File: config.mk
export PLATFORM = sky130hd
export DESIGN_NAME = twin_timer
export DESIGN_NICKNAME = d
export VERILOG_FILES = /design/src/rtl/twin_timer_pkg.sv /design/src/rtl/twin_timer_presc.sv /design/src/rtl/twin_timer_evt.sv /design/src/rtl/twin_timer_tb.sv /design/src/rtl/twin_timer.sv
export SDC_FILE = /design/constraint.sdc
export NUM_CORES = 1
export LEC_CHECK = 0
export ABC_CLOCK_PERIOD_IN_PS = 5400
export BUFFER_PORTS_ARGS = -buffer_cell sky130_fd_sc_hd__buf_2
export CAP_MARGIN = 25
export CORE_MARGIN = 3
export CORE_UTILIZATION = 40
export CTS_CLUSTER_DIAMETER = 60
export DETAILED_ROUTE_END_ITERATION = 8
export GPL_ROUTABILITY_DRIVEN = 0
export PLACE_DENSITY_LB_ADDON = 0.3
export SYNTH_ARGS = -nofsm -noshare
export SYNTH_HDL_FRONTEND = slang
export SYNTH_SLANG_ARGS = --single-unit
File: constraint.sdc
create_clock -name clk_i -period 5.4 [get_ports clk_i]
set_clock_uncertainty 0.2 [all_clocks]
set_input_delay 0 -clock clk_i [delete_from_list [all_inputs] [get_ports clk_i]]
set_output_delay 0 -clock clk_i [all_outputs]
set_load 0.02 [all_outputs]
File: src/rtl/twin_timer_pkg.sv
package twin_timer_pkg;
  localparam int ADDR_W = 6;
  localparam int NCH    = 2;
  localparam int SEL_W  = 2;

  localparam logic [ADDR_W-1:0] A_CTRL = 6'h00;
  localparam logic [ADDR_W-1:0] A_CLR  = 6'h08;
  localparam logic [ADDR_W-1:0] A_FLAG = 6'h0C;
  localparam logic [ADDR_W-1:0] A_MASK = 6'h10;
  localparam logic [ADDR_W-1:0] A_CMP  = 6'h14;
  localparam logic [ADDR_W-1:0] A_CNT1 = 6'h18;
  localparam logic [ADDR_W-1:0] A_TBLO = 6'h20;
  localparam logic [ADDR_W-1:0] A_TBHI = 6'h24;
  localparam logic [ADDR_W-1:0] A_ENS  = 6'h34;
  localparam logic [ADDR_W-1:0] A_ENC  = 6'h38;
endpackage

File: src/rtl/twin_timer_presc.sv
module twin_timer_presc #(
  parameter int SEL_W   = 2,
  parameter int MAX_SEL = 2
) (
  input  logic             clk_i,
  input  logic             rst_ni,
  input  logic             run_i,
  input  logic [SEL_W-1:0] sel_i,
  output logic             tick_o
);
  localparam int DIV_W = 2 * MAX_SEL;

  logic [DIV_W-1:0] div_q;
  logic [DIV_W-1:0] lim;

  // ratio is 4**sel, capped at 4**MAX_SEL
  always_comb begin
    if (sel_i >= SEL_W'(MAX_SEL)) lim = '1;
    else lim = DIV_W'((32'd1 << (32'd2 * 32'(sel_i))) - 32'd1);
  end

  assign tick_o = run_i && (div_q >= lim);

  always_ff @(posedge clk_i or negedge rst_ni) begin
    if (!rst_ni)                div_q <= '0;
    else if (!run_i || tick_o)  div_q <= '0;
    else                        div_q <= div_q + 1'b1;
  end
endmodule

File: src/rtl/twin_timer_evt.sv
module twin_timer_evt #(
  parameter int W = 32
) (
  input  logic         clk_i,
  input  logic         rst_ni,
  input  logic         tick_i,
  input  logic         clr_i,
  input  logic [W-1:0] cmp_i,
  output logic [W-1:0] cnt_o,
  output logic         match_o
);
  logic [W-1:0] cnt_q;
  logic [W-1:0] inc;
  logic         at_cmp;

  assign inc     = cnt_q + 1'b1;
  assign at_cmp  = (cnt_q == cmp_i);
  assign match_o = tick_i && !clr_i && !at_cmp && (inc == cmp_i);
  assign cnt_o   = cnt_q;

  always_ff @(posedge clk_i or negedge rst_ni) begin
    if (!rst_ni)                 cnt_q <= '0;
    else if (clr_i)              cnt_q <= '0;
    else if (tick_i && !at_cmp)  cnt_q <= inc;
  end
endmodule

File: src/rtl/twin_timer_tb.sv
module twin_timer_tb #(
  parameter int LO_W = 32,
  parameter int HI_W = 32
) (
  input  logic                 clk_i,
  input  logic                 rst_ni,
  input  logic                 tick_i,
  input  logic                 clr_i,
  output logic [LO_W+HI_W-1:0] cnt_o
);
  localparam int W = LO_W + HI_W;

  logic [W-1:0] cnt_q;

  assign cnt_o = cnt_q;

  always_ff @(posedge clk_i or negedge rst_ni) begin
    if (!rst_ni)      cnt_q <= '0;
    else if (clr_i)   cnt_q <= '0;
    else if (tick_i)  cnt_q <= cnt_q + 1'b1;
  end
endmodule

File: src/rtl/twin_timer.sv
module twin_timer
  import twin_timer_pkg::*;
#(
  parameter int DATA_W  = 32,
  parameter int CMP_W   = 32,
  parameter int TB_LO_W = 32,
  parameter int TB_HI_W = 32
) (
  input  logic              clk_i,
  input  logic              rst_ni,
  input  logic              req_i,
  input  logic              we_i,
  input  logic [ADDR_W-1:0] addr_i,
  input  logic [DATA_W-1:0] wdata_i,
  output logic [DATA_W-1:0] rdata_o,
  output logic              irq_o
);
  localparam int TB_W   = TB_LO_W + TB_HI_W;
  localparam int CTRL_W = NCH * SEL_W;

  logic              wr, rd;
  logic [CTRL_W-1:0] ctrl_q;
  logic [NCH-1:0]    en_q, en_set, en_clr, cnt_clr, tick;
  logic              flag_q, mask_q, match;
  logic [CMP_W-1:0]  cmp_q, cnt1;
  logic [TB_W-1:0]   tb_cnt;
  logic [TB_HI_W-1:0] hi_buf_q;
  logic [DATA_W-1:0] rdata_q, rd_nxt;

  assign wr = req_i && we_i;
  assign rd = req_i && !we_i;

  assign en_set  = (wr && addr_i == A_ENS) ? wdata_i[NCH-1:0] : '0;
  assign en_clr  = (wr && addr_i == A_ENC) ? wdata_i[NCH-1:0] : '0;
  assign cnt_clr = (wr && addr_i == A_CLR) ? wdata_i[NCH-1:0] : '0;

  for (genvar g = 0; g < NCH; g++) begin : g_presc
    twin_timer_presc #(.SEL_W(SEL_W), .MAX_SEL(2)) presc_i (
      .clk_i  (clk_i),
      .rst_ni (rst_ni),
      .run_i  (en_q[g]),
      .sel_i  (ctrl_q[g*SEL_W +: SEL_W]),
      .tick_o (tick[g])
    );
  end

  twin_timer_evt #(.W(CMP_W)) evt_i (
    .clk_i   (clk_i),
    .rst_ni  (rst_ni),
    .tick_i  (tick[0]),
    .clr_i   (cnt_clr[0]),
    .cmp_i   (cmp_q),
    .cnt_o   (cnt1),
    .match_o (match)
  );

  twin_timer_tb #(.LO_W(TB_LO_W), .HI_W(TB_HI_W)) tb_i (
    .clk_i  (clk_i),
    .rst_ni (rst_ni),
    .tick_i (tick[1]),
    .clr_i  (cnt_clr[1]),
    .cnt_o  (tb_cnt)
  );

  always_ff @(posedge clk_i or negedge rst_ni) begin
    if (!rst_ni) begin
      ctrl_q   <= '0;
      en_q     <= '0;
      flag_q   <= 1'b0;
      mask_q   <= 1'b1;
      cmp_q    <= '0;
      hi_buf_q <= '0;
    end else begin
      en_q <= (en_q | en_set) & ~en_clr;
      if (wr && addr_i == A_CTRL) ctrl_q <= wdata_i[CTRL_W-1:0];
      if (wr && addr_i == A_MASK) mask_q <= wdata_i[0];
      if (wr && addr_i == A_CMP)  cmp_q  <= wdata_i[CMP_W-1:0];
      // match beats a clearing write
      if (match)                                          flag_q <= 1'b1;
      else if (wr && addr_i == A_FLAG && !wdata_i[0])     flag_q <= 1'b0;
      if (rd && addr_i == A_TBLO) hi_buf_q <= tb_cnt[TB_W-1:TB_LO_W];
    end
  end

  always_comb begin
    rd_nxt = '0;
    case (addr_i)
      A_CTRL: rd_nxt[CTRL_W-1:0]  = ctrl_q;
      A_FLAG: rd_nxt[0]           = flag_q;
      A_MASK: rd_nxt[0]           = mask_q;
      A_CMP:  rd_nxt[CMP_W-1:0]   = cmp_q;
      A_CNT1: rd_nxt[CMP_W-1:0]   = cnt1;
      A_TBLO: rd_nxt[TB_LO_W-1:0] = tb_cnt[TB_LO_W-1:0];
      A_TBHI: rd_nxt[TB_HI_W-1:0] = hi_buf_q;
      A_ENS:  rd_nxt[NCH-1:0]     = en_q;
      default: rd_nxt = '0;
    endcase
  end

  always_ff @(posedge clk_i or negedge rst_ni) begin
    if (!rst_ni)  rdata_q <= '0;
    else if (rd)  rdata_q <= rd_nxt;
  end

  assign rdata_o = rdata_q;
  assign irq_o   = flag_q && !mask_q;
endmodule

### After elaboration in Yosys (flattened, before gate mapping)

Cells that the tools add are included.

| cells by class | value |
|---|---|
| $add $sub $neg | 6 |
| multipliers | 0 |
| div/mod/pow operators | 0 |
| order comparisons | 4 |
| eq/ne operators | 11 |
| shift-type cells | 2 |
| multiplexer cells | 17 |
| bitwise operators | 3 |
| reduce and logical (&&, ||, !) cells | 31 |

Operators by type and width:

| operator | count |
|---|---|
| $mux W64 | 2 |
| $pmux W28 S4 | 1 |
| $add A64 B1 Y64 const B | 1 |
| $eq A32 B32 Y1 | 2 |
| $mux W32 | 2 |
| $add A32 B1 Y32 const B | 1 |
| $eq A6 B6 Y1 const B | 4 |
| $eq A6 B5 Y1 const B | 3 |
| $logic_and A1 B1 Y1 | 18 |
| $mux W4 | 4 |
| $eq A6 B4 Y1 const B | 2 |
| $pmux W2 S5 | 1 |
| $add A4 B1 Y4 const B | 2 |
| $ge A4 B4 Y1 | 2 |
| $pmux W1 S8 | 1 |
| $shl A1 B3 Y4 const A | 2 |
| $sub A4 B1 Y4 const B | 2 |
| $logic_not A1 Y1 | 7 |
| $logic_not A6 Y1 | 1 |
| $mux W2 | 3 |
| $pmux W1 S6 | 1 |
| $reduce_bool A2 Y1 | 3 |
| $ge A2 B2 Y1 const B | 2 |
| $and A2 B2 Y2 | 1 |
| 4 further kinds | 6 |

| word-level totals | value |
|---|---|
| bits in registers | 208 |
| latch bits | 0 |
| RAM bits | 0 |
| memory bits (read-only) | 0 |
| input port bits | 42 |
| word-level logic and storage cells | 85 |
| memories | 0 |

### Logic depth before layout (Yosys ltp)

| logic depth | value |
|---|---|
| depth after elaboration | 9 |
| mapped depth | 11 |
| depth with buffers taken out | 9 |

### Cells and area by module

A second synthesis with hierarchy kept.

| unflattened totals | value |
|---|---|
| cells, all modules | 1,145 |
| area, all modules | 11,449.7 um^2 |

By module, submodules not included:

| module | instances | cells an instance | area each (um^2) | sequential area each (um^2) |
|---|---|---|---|---|
| twin_timer | 1 | 387 | 4,749.6 | 2,603.7 |
| twin_timer_tb | 1 | 379 | 3,460.8 | 1,601.5 |
| twin_timer_evt | 1 | 319 | 2,643.8 | 800.8 |
| twin_timer_presc | 2 | 30 | 297.8 | 100.1 |

### Worst setup path after synthesis

No wires, ideal clock.

| path | value |
|---|---|
| path type | reg2reg |
| from | register ctrl_q[3] |
| to | register tb_i.cnt_q[21] (netlist: tb_i.cnt_o[21]) |
| library setup time | 0.078 ns |
| arrival | 2.665 ns |
| path slack | 2.457 ns |
| cell stages (with the launch flop) | 12 |
| buffers on the path | 2 |
| path through | dfrtp_1 -> or2_2 -> ha_1 -> nor2b_1 -> ha_1 -> a21o_1 -> a21o_1 -> a21oi_1 -> clkbuf_1 -> clkbuf_1 -> o21ai_0 -> a21oi_1 |

| between the ends | value |
|---|---|
| word-level cells in the longest chain between the ends | 6 |

RTL lines:

| what | RTL line | RTL |
|---|---|---|
| start, declared | twin_timer.sv:22 | `logic [CTRL_W-1:0] ctrl_q;` |
| start signal, assigned | twin_timer.sv:75 | `if (wr && addr_i == A_CTRL) ctrl_q <= wdata_i[CTRL_W-1:0];` |
| $shl A1 B3 Y4 | twin_timer_presc.sv:19 | `else lim = DIV_W'((32'd1 << (32'd2 * 32'(sel_i))) - 32'd1);` |
| $sub A4 B1 Y4 | twin_timer_presc.sv:19 |  |
| $mux W4 (*) | twin_timer_presc.sv:18 | `if (sel_i >= SEL_W'(MAX_SEL)) lim = '1;` |
| $ge A4 B4 Y1 (*) | twin_timer_presc.sv:22 | `assign tick_o = run_i && (div_q >= lim);` |
| $logic_and A1 B1 Y1 (*) | twin_timer_presc.sv:22 |  |
| $reduce_bool A2 Y1 (no line) (*) | - |  |
| end signal, assigned | twin_timer_tb.sv:20 | `else if (tick_i) cnt_q <= cnt_q + 1'b1;` |
| end, declared | twin_timer_tb.sv:13 | `logic [W-1:0] cnt_q;` |

Mark *: on every way between the ends. The rest lies on a longest branch, timed or not.
A chain may end at the register's enable or synchronous reset.

### Worst setup path after layout

| path | value |
|---|---|
| from | register tb_i.cnt_q[24] (netlist: tb_i.cnt_o[24]) |
| to | register tb_i.cnt_q[57] (netlist: tb_i.cnt_o[57]) |

| between the ends | value |
|---|---|
| word-level cells in the longest chain between the ends | 3 |

RTL lines:

| what | RTL line | RTL |
|---|---|---|
| $add A64 B1 Y64 | twin_timer_tb.sv:20 |  |
| $mux W64 | twin_timer_tb.sv:20 |  |
| $mux W64 | twin_timer_tb.sv:19 | `else if (clr_i) cnt_q <= '0;` |

Every way passes these cells. The select of a mux whose other input is x is not followed.

==> results.cfg <==
[route]
ant_nets = 0
wl_mm = 36.39
drt_first_pass_iters = 5
drc_errors = 0
viasPerCell = 6.009
first_iter_violations = 955
vias = 10310
wl_per_cell_microns = 21.22

[cts]
cts_root_buf = clkbuf_16
cts_resized = 0
tritoncts = done
cts_made_buffers = 26
clock_latency_ps = 530
clkSinkCount = 208
clock_path_buffers = 3
clk_transition_reported_paths_ps = 60
htree_levels = 1

[sta]
period_needed_ps = 3534
finalHoldViolCount = 0
worstMarginPinSlew_ps = 805.2
period_share_pct = 65.44
max_freq_ghz = 0.2830
rsz0062_at_grt = no
setup_viol = 0
slew_viol_final = 0
setup_ws_ps = 1866
fin_tns_setup_ps = 0
slew_headroom_pct = 45.87

[placed_design]
place_inst = 1614
dp_hpwl_mm = 24.94
place_ws_ps = 1845
port_buffers = 74

[synthesis]
ys_ff_latch = 208
yosysUniqueCellTypes = 71
syn-cell-area_sq_um = 11770
synth_ff_type = dfrtp_1
syn_area_per_cell_sq_um = 9.613
ys_seq_area_share_pct = 44.25
yosys_warnings = 0
synthesis.nets = 1279
synth_enable_flop_cells = 0
async_flop_share_pct = 100.0
postSynthCellCount = 1224

[pwr]
ir_drop_mv = 0.1960
p_total_w = 0.005023
leakagePower_nw = 5.839
p_per_area_nw_per_um2 = 363.6

[outcome]
status = complete, no violations

[floorplan]
io_pins = 75
dieArea_sq_um = 31510
die_h_microns = 177.5
core_area_sq_um = 28860
num_rows = 62
start_util_pct = 40.77
die_x_microns = 177.5

[hold_path]
hp-class = input port to register

[grt]
antenna_found_initial = 1
grt_overflow = 0
grt_pass1_wl_mm = 56.94
grtUsageTotal_pct = 23.00
grt_max_degree = 105
grt_pass1_vias = 9832

[finish]
antennaDiodeCount = 0
fin_cells = 1715
drive_gt1_share_pct = 16.75
syn_to_final_growth_pct = 17.42
fin_nets = 1366
fin_util_pct = 47.88

[setup_path]
crit_required_ps = 5640
start_kind = register
setup.worst_path.class = register to register
critical_path_arrival_ps = 3770
endpoint_kind = register
worst-path-max-fanout = 23

[job]
max-cap-violations = 0
[placed cells by master, fill, tap and decap left out, types with 12 or more instances in the layout]
cell type / n
clkbuf_16: 27
nand4_1: 46
mux2i_1: 22
and3_1: 19
nor2_1: 78
o31ai_1: 22
nor3_1: 27
a22o_1: 28
xor2_1: 25
and4_1: 14
nand2_1: 111
nand3_1: 39
mux2_2: 65
or4_1: 24
nand2b_1: 22
dfrtp_1: 207
ha_1: 13
xnor2_1: 58
dlygate4sd3_1: 51
a221oi_1: 28
nor4_1: 28
or3_1: 16
buf_4: 15
a21oi_1: 54
buf_2: 73
inv_1: 25
and2_1: 12
o21ai_0: 55
[flip-flops by register name, indices dropped and copies added (netlist names)]
| register | cells |
|---|---|
| cmp_q | 32 |
| ctrl_q | 4 |
| en_q | 2 |
| evt_i.cnt_o | 32 |
| flag_q | 1 |
| g_presc.presc_i.div_q | 8 |
| hi_buf_q | 32 |
| mask_q | 1 |
| rdata_o | 32 |
| tb_i.cnt_o | 64 |
[path summary, 6_finish.rpt]
check	from	endpoint	slack (ps)	depth (start not counted)
max	tb_i.cnt_o[24]	tb_i.cnt_o[57]	1870	7
min	wdata_i[18]	cmp_q[18]	30	4
max reg2reg	tb_i.cnt_o[24]	tb_i.cnt_o[57]	1870	7
min reg2reg	rdata_o[19]	rdata_o[19]	280	2
max in group asynchronous	rst_ni	tb_i.cnt_o[56]	3840	4
min in group asynchronous	rst_ni	mask_q	390	3
[worst max-delay path, stage by stage, from the launching register on]
cell and delay (ps):
dfrtp_1 450, and4_1 280, and4_1 270, and3_1 210
nand2_1 450, or3_1 830, or4_1 570, a21oi_1 170
[Yosys cell counts, types with 3 or more instances]
| cell | number | area (sq um) |
|---|---|---|
| or4b_1 | 3 | 30.03 |
| dfrtp_1 | 207 | 5180 |
| a21oi_1 | 56 | 280.3 |
| o31ai_1 | 22 | 165.2 |
| a31oi_1 | 10 | 62.56 |
| or2_2 | 6 | 37.54 |
| or4_1 | 24 | 180.2 |
| buf_1 | 3 | 11.26 |
| nor4_1 | 28 | 175.2 |
| clkbuf_1 | 70 | 262.8 |
| inv_1 | 25 | 93.84 |
| o21ai_0 | 55 | 275.3 |
| nand4_1 | 46 | 287.8 |
| a21o_1 | 8 | 60.06 |
| nor3b_1 | 4 | 30.03 |
| nand4b_1 | 5 | 43.79 |
| a22oi_1 | 4 | 30.03 |
| nor4b_1 | 5 | 43.79 |
| mux2_2 | 65 | 732.0 |
| and4_1 | 14 | 122.6 |
| nor2b_1 | 8 | 50.05 |
| and2_1 | 12 | 75.07 |
| mux2i_1 | 22 | 220.2 |
| o41ai_1 | 4 | 35.03 |
| or3_1 | 16 | 100.1 |
| nand2_1 | 111 | 416.7 |
| xnor2_1 | 58 | 508.0 |
| buf_6 | 3 | 33.78 |
| nand3_1 | 39 | 195.2 |
| and3_1 | 20 | 125.1 |
| ha_1 | 13 | 162.7 |
| nor3_1 | 28 | 140.1 |
| nand2b_1 | 22 | 137.6 |
| buf_2 | 4 | 20.02 |
| xor2_1 | 25 | 219.0 |
| nor2_1 | 82 | 307.8 |
| a22o_1 | 28 | 245.2 |
| a221oi_1 | 28 | 245.2 |
[where the power goes]
group	leakage, nW	internal (W)	switching, W
clock	0.407	0.000988	0.000677
combinational	2.77	0.000500	0.000735
sequential	2.66	0.00172	0.000400
total	5.84	0.00321	0.00181
[per-layer routing]
metal / part of all wire (%) / up-vias / global-route usage (%)
met5: 0.033 / - / 0
met4: 4.5 / 2 / 9.555
met3: 7.1 / 91 / 4.129
met2: 44 / 417 / 35.25
met1: 44 / 5100 / 32.09
li1: - / 4695 / -
[stage by stage]
step                      cell area, sq um  hold WS (ps)
final                                13820         26.64
after detailed placement             12430        -79.14
after floorplan                      11770        -495.6
after CTS                            13800         1.386
after global placement               12430        -80.33
after global routing                 13820         45.51
[final cells by class]
cell class | instances | area (sq um)
multi-input combinational | 908 | 6153
clock buffer | 39 | 770.7
sequential | 208 | 5206
inverter | 25 | 93.84
tap | 384 | 480.5
fill | 2686 | 15040
clock inverter | 9 | 60.06
timing repair buffer | 142 | 1051
[repair_timing]
action | CTS | global route
buffers inserted | 0 | 0
hold endpoints to repair | 194 | 0
hold buffers | 52 | 0
[cell families (layout without fill, tap and decap cells)]
group	count (synthesis)	count (layout)	synth area share, %
simple gates	484	484	22.16
compound gates	240	240	13.90
flops	208	208	44.25
buf+inv	108	215	3.839
mux	87	87	8.092
xor+xnor	84	84	6.380
fa+ha+maj	13	13	1.382
(Power assumes the default switching activity.)
